<file path="src/rtl/pwm_pkg.sv">
package pwm_pkg;
   // control register field positions
   localparam int CTRL_EN_BIT  = 0;
   localparam int CTRL_POL_BIT = 1;
   localparam int CTRL_SEL_LSB = 2;

   typedef enum logic {
      REG_CTRL = 1'b0,
      REG_DUTY = 1'b1
   } pwm_reg_e;
endpackage

</file>
<file path="src/rtl/pwm_regs.sv">
module pwm_regs
   import pwm_pkg::*;
#(
   parameter int                 CNT_W    = 8,
   parameter int                 SEL_W    = 2,
   parameter logic [CNT_W-1:0]   DUTY_RST = 8'hC8
) (
   input  logic               clk,
   input  logic               rst_n,
   input  logic               wr_en,
   input  logic               wr_sel,
   input  logic [CNT_W-1:0]   wr_data,
   output logic               en,
   output logic               pol,
   output logic [SEL_W-1:0]   sel,
   output logic [CNT_W-1:0]   duty
);
   localparam int CTRL_W = CTRL_SEL_LSB + SEL_W;

   logic [CTRL_W-1:0] ctrl_q;
   logic [CNT_W-1:0]  duty_q;

   always_ff @(posedge clk or negedge rst_n) begin
      if (!rst_n) begin
         ctrl_q <= '0;
         duty_q <= DUTY_RST;
      end else if (wr_en) begin
         if (pwm_reg_e'(wr_sel) == REG_CTRL)
            ctrl_q <= wr_data[CTRL_W-1:0];
         else
            duty_q <= wr_data;
      end
   end

   assign en   = ctrl_q[CTRL_EN_BIT];
   assign pol  = ctrl_q[CTRL_POL_BIT];
   assign sel  = ctrl_q[CTRL_SEL_LSB +: SEL_W];
   assign duty = duty_q;
endmodule

</file>
<file path="src/rtl/pwm_prescaler.sv">
module pwm_prescaler #(
   parameter int SEL_W = 2
) (
   input  logic             clk,
   input  logic             rst_n,
   input  logic             en,
   input  logic [SEL_W-1:0] sel,
   output logic             tick
);
   localparam int PRE_W = (1 << SEL_W) - 1;

   logic [PRE_W-1:0] pre_q;
   logic [PRE_W-1:0] mask;

   // mask bit i is set when the selected divide needs counter bit i
   for (genvar i = 0; i < PRE_W; i++) begin : g_mask
      assign mask[i] = (int'(sel) > i);
   end

   always_ff @(posedge clk or negedge rst_n) begin
      if (!rst_n)   pre_q <= '0;
      else if (!en) pre_q <= '0;
      else          pre_q <= pre_q + 1'b1;
   end

   assign tick = en && (&(pre_q | ~mask));
endmodule

</file>
<file path="src/rtl/pwm_counter.sv">
module pwm_counter #(
   parameter int CNT_W = 8
) (
   input  logic             clk,
   input  logic             rst_n,
   input  logic             en,
   input  logic             tick,
   input  logic [CNT_W-1:0] duty,
   output logic [CNT_W-1:0] cnt,
   output logic [CNT_W-1:0] cmp
);
   logic wrap;
   assign wrap = tick && (&cnt);

   always_ff @(posedge clk or negedge rst_n) begin
      if (!rst_n) begin
         cnt <= '0;
         cmp <= '0;
      end else if (!en) begin
         cnt <= '0;
         cmp <= duty;
      end else begin
         if (tick) cnt <= cnt + 1'b1;
         if (wrap) cmp <= duty;
      end
   end
endmodule

</file>
<file path="src/rtl/pwm_outstage.sv">
module pwm_outstage #(
   parameter int CNT_W = 8
) (
   input  logic             clk,
   input  logic             rst_n,
   input  logic             en,
   input  logic             pol,
   input  logic [CNT_W-1:0] cnt,
   input  logic [CNT_W-1:0] cmp,
   output logic             pwm_out
);
   logic active;
   logic level_d;

   assign active  = en && (cnt < cmp);
   assign level_d = active ? pol : !pol;

   always_ff @(posedge clk or negedge rst_n) begin
      if (!rst_n) pwm_out <= 1'b1;
      else        pwm_out <= level_d;
   end
endmodule

</file>
<file path="src/rtl/contrast_pwm.sv">
module contrast_pwm #(
   parameter int               CNT_W    = 8,
   parameter int               SEL_W    = 2,
   parameter logic [CNT_W-1:0] DUTY_RST = 8'hC8
) (
   input  logic             clk,
   input  logic             rst_n,
   input  logic             wr_en,
   input  logic             wr_sel,
   input  logic [CNT_W-1:0] wr_data,
   output logic             pwm_out
);
   if (CNT_W < 2 || CNT_W > 16) begin : g_bad_cnt
      $error("contrast_pwm: CNT_W out of range");
   end
   if (SEL_W < 1 || SEL_W > 3) begin : g_bad_sel
      $error("contrast_pwm: SEL_W out of range");
   end
   if (pwm_pkg::CTRL_SEL_LSB + SEL_W > CNT_W) begin : g_bad_fit
      $error("contrast_pwm: control fields do not fit the write data");
   end

   logic             en_w;
   logic             pol_w;
   logic [SEL_W-1:0] sel_w;
   logic [CNT_W-1:0] duty_w;
   logic             tick_w;
   logic [CNT_W-1:0] cnt_w;
   logic [CNT_W-1:0] cmp_w;

   pwm_regs #(.CNT_W(CNT_W), .SEL_W(SEL_W), .DUTY_RST(DUTY_RST)) u_regs (
      .clk(clk), .rst_n(rst_n), .wr_en(wr_en), .wr_sel(wr_sel),
      .wr_data(wr_data), .en(en_w), .pol(pol_w), .sel(sel_w), .duty(duty_w)
   );

   pwm_prescaler #(.SEL_W(SEL_W)) u_pre (
      .clk(clk), .rst_n(rst_n), .en(en_w), .sel(sel_w), .tick(tick_w)
   );

   pwm_counter #(.CNT_W(CNT_W)) u_cnt (
      .clk(clk), .rst_n(rst_n), .en(en_w), .tick(tick_w), .duty(duty_w),
      .cnt(cnt_w), .cmp(cmp_w)
   );

   pwm_outstage #(.CNT_W(CNT_W)) u_out (
      .clk(clk), .rst_n(rst_n), .en(en_w), .pol(pol_w), .cnt(cnt_w),
      .cmp(cmp_w), .pwm_out(pwm_out)
   );
endmodule

</file>
<file path="config.mk">
export PLATFORM = sky130hd
export DESIGN_NAME = contrast_pwm
export DESIGN_NICKNAME = d
export VERILOG_FILES = /design/src/rtl/pwm_pkg.sv /design/src/rtl/pwm_regs.sv /design/src/rtl/pwm_prescaler.sv /design/src/rtl/pwm_counter.sv /design/src/rtl/pwm_outstage.sv /design/src/rtl/contrast_pwm.sv
export SDC_FILE = /design/constraint.sdc
export NUM_CORES = 1
export LEC_CHECK = 0
export BUFFER_PORTS_ARGS = -buffer_cell sky130_fd_sc_hd__buf_4
export CORE_ASPECT_RATIO = 1.75
export CORE_MARGIN = 2
export CORE_UTILIZATION = 35
export CTS_BUF_LIST = sky130_fd_sc_hd__clkbuf_4
export CTS_CLUSTER_SIZE = 40
export DETAILED_ROUTE_END_ITERATION = 16
export SETUP_SLACK_MARGIN = 0.05
export SLEW_MARGIN = 0
export SYNTH_ARGS = -nofsm -noshare
export SYNTH_HDL_FRONTEND = slang
export SYNTH_SLANG_ARGS = --single-unit
export TNS_END_PERCENT = 5
</file>
<file path="constraint.sdc">
create_clock -name clk -period 4.2 [get_ports clk]
set_input_delay 0 -clock clk [delete_from_list [all_inputs] [get_ports clk]]
set_output_delay 0 -clock clk [all_outputs]
set_load 0.02 [all_outputs]
</file>
==> qor.tcl <==
set qor(status) {complete, no violations}
set qor(mappedNetlistNets) 140
set qor(ys_ff_latch) 32
set qor(clock_pin_slew_reported_for_the_worst_setup_and_hold_paths_after_clock_tree_synthesis_ps) 90
set qor(core_area_mm2) 0.00436
set qor(postPlaceCellArea_mm2) 0.00172
set qor(grt.met2_usage) 0.231
set qor(worstSkewPairLatency_ps) 320
set qor(vdd_drop_max_mv) 0.307
set qor(die_w_um) 54.7
set qor(drt_first_iter_violations) 3
set qor(place_hpwl_um) 2040
set qor(maxCapViolCount) 0
set qor(post_route_cells_drive_above_1_share) 0.313
set qor(cts_repair_resize_count) 0
set qor(drcViolationCount) 0
set qor(yosys_most_used_dff) {sky130_fd_sc_hd__dfrtp_1}
set qor(root_buffer) {sky130_fd_sc_hd__clkbuf_4}
set qor(max_slew_violations) 0
set qor(detail-route-antenna-nets) 0
set qor(floorplan.io_pins) 13
set qor(num_rows) 32
set qor(final_setup_fails) 0
set qor(globalRoute.totalOverflow) 0
set qor(grt_start_max_net_pins) 33
set qor(vias) 963
set qor(asyncSetResetFlopFracSynth) 1.00
set qor(portBuffers) 12
set qor(chipHeight_um) 92.6
set qor(rsz_0062_raised_after_global_routing) {no}
set qor(syn-instance-count) 119
set qor(post_synth_num_cell_types) 29
set qor(cellPowerDensity_mw_per_mm2) 410
set qor(max_clock_freq_mhz) 534
set qor(synth_top_cell_area_share) 0.446
set qor(cts_buffers) 5
set qor(cts_sinks) 32
set qor(hold_violation_total_from_the_final_report) 0
set qor(clock_skew_ps) 9.09
set qor(timing.hold.ws_ps) 108
set qor(setup-tns-final_ps) 0
set qor(avgSynthCellArea_um2) 13.2
set qor(grt_pass1_vias) 1135
set qor(total_leakage_power_uw) 0.000875
set qor(antennaDiodeCount) 0
set qor(final_common_cell) {sky130_fd_sc_hd__dfrtp_1}
set qor(layout.cell_area.non_filler_mm2) 0.00186
set qor(slew_margin_rel) 0.685
set qor(pin_slew_with_the_least_headroom_to_its_limit_ps) 472
set qor(global_route_met3_utilization) 0.0355
set qor(grt.met1_usage) 0.145
set qor(synth_enable_flop_cells) 0
set qor(synth.cell_area_mm2) 0.00157
set qor(place.gp.congestion) 0.729
set qor(ctsHtreeMaxLevel) 2
set qor(viasPerCell) 4.86
set qor(path_class) {register to register}
set qor(timing.final.crit_share) 0.446
set qor(class_of_the_most_critical_hold_timing_path) {primary input to register}
set qor(crit_path_end_kind) {register}
set qor(worst_ep_arrival_time_ps) 2080
set qor(cp.required_ps) 4400
set qor(crit_path_max_fanout) 8
set qor(tritoncts) {yes}
set qor(synth-warning-count) 0
set qor(first_pass_iters) 4
set qor(synth_top_cells_by_area) {sky130_fd_sc_hd__dfrtp_1 45%, sky130_fd_sc_hd__mux2_2 8.6%, sky130_fd_sc_hd__mux2_4 7.6%}
set qor(period_needed_ps) 1870
set qor(grt_antenna_before_repair) 0
set qor(grt.busiest_layer) {met2}
set qor(initial_core_util) 0.360
set qor(place_ws_ps) 2340
set qor(synth_sequential_area_ratio) 0.513
set qor(track_usage) 0.135
set qor(final_ws_setup_ps) 2330
set qor(ctsLongestPathBuffers) 2
set qor(wire_per_inst_um) 13.4
set qor(grt_first_pass_wirelength_um) 5000
set qor(yosys.area.top_type) {sky130_fd_sc_hd__dfrtp_1}
set qor(final_core_util) 0.427
set qor(start_kind) {register}
set qor(mostFrequentLayoutCells) {28 x sky130_fd_sc_hd__dfrtp_1, 12 x sky130_fd_sc_hd__mux2_2, 12 x sky130_fd_sc_hd__buf_4, 9 x sky130_fd_sc_hd__ha_1, 9 x sky130_fd_sc_hd__dlygate4sd3_1}
set qor(syn_to_final_growth_pct) 18.6
set qor(dieArea_mm2) 0.00506
set qor(total_wirelength_um) 2660
set qor(final_net_count) 167
-- through the flow --
step	cells	total power [uW]
floorplan	119	550
global placement	181	595
detailed placement	181	606
CTS	198	782
global route	198	823
finish	198	764
-- final timing paths --
kind,startpoint,endpoint,slack (ps),cells past startpoint
hold / removal,wr_sel,u_regs.ctrl_q[3],110,3
max in group asynchronous,rst_n,u_out.pwm_out,3740,2
setup reg to reg,u_regs.ctrl_q[2],u_cnt.cmp[1],2330,5
hold reg to reg,u_regs.ctrl_q[1],u_out.pwm_out,460,1
setup / recovery,u_regs.ctrl_q[2],u_cnt.cmp[1],2330,5
min in group asynchronous,rst_n,u_regs.ctrl_q[1],140,2
-- sequential cells by signal, indices dropped and copies added (netlist names) --
| name | cells |
|---|---|
| u_out.pwm_out | 1 |
| u_cnt.cmp | 8 |
| u_cnt.cnt | 8 |
| u_pre.pre_q | 3 |
| u_regs.ctrl_q | 4 |
| u_regs.duty | 8 |
-- Yosys cell counts (3+ instances only) --
library cell              number
sky130_fd_sc_hd__dfrtp_1      28
sky130_fd_sc_hd__xor2_1        3
sky130_fd_sc_hd__mux2_2       12
sky130_fd_sc_hd__xnor2_1       5
sky130_fd_sc_hd__ha_1          9
sky130_fd_sc_hd__inv_1         7
sky130_fd_sc_hd__nand4_1       3
sky130_fd_sc_hd__and2_1        8
sky130_fd_sc_hd__nor2b_1       3
sky130_fd_sc_hd__mux2_4        8
sky130_fd_sc_hd__dfstp_2       4
sky130_fd_sc_hd__nand2_1       5
sky130_fd_sc_hd__nand3_1       3
-- power by group --
part / switching (uW) / internal (uW) / total [uW]
Clock: 94.8 / 68.4 / 163
Sequential: 46.1 / 368 / 414
Combinational: 75.1 / 112 / 187
Total: 216 / 548 / 764
-- worst max-delay path, stage by stage (launching register included) --
cell                       delay (ps)
sky130_fd_sc_hd__dfrtp_1          430
sky130_fd_sc_hd__nor2b_4          150
sky130_fd_sc_hd__o221ai_4         300
sky130_fd_sc_hd__nand3_4          130
sky130_fd_sc_hd__o21ai_4          390
sky130_fd_sc_hd__mux2_4           340
-- layer usage --
| layer | up-vias | wire length, um |
|---|---|---|
| li1 | 468 | - |
| met1 | 476 | 1020 |
| met2 | 13 | 1560 |
| met3 | 6 | 42 |
| met4 | 0 | 41 |
| met5 | - | 0 |
-- what timing repair did --
item,4_1_cts,5_1_grt
hold buffers,9,0
buffers inserted,0,0
endpoints found under the hold margin,44,0
-- final cells by class --
cell class	count	area [um2]
timing repair buffer	21	180
fill	399	2500
tap	51	63.8
multi-input combinational	79	736
inverter	7	26.3
sequential	32	806
clock buffer	6	45.0
clock inverter	2	7.51
-- cell families after synthesis --
logic type	count (synthesis)	synth area share
buffers and inverters	8	0.0191
and+or+nand+nor	33	0.130
DFF	32	0.513
xor gates and xnor gates	8	0.0446
muxes	21	0.169
AOI/OAI and AO/OA	8	0.0534
adders and majority gates	9	0.0717
No activity file was read; power rests on OpenSTA's default activity.
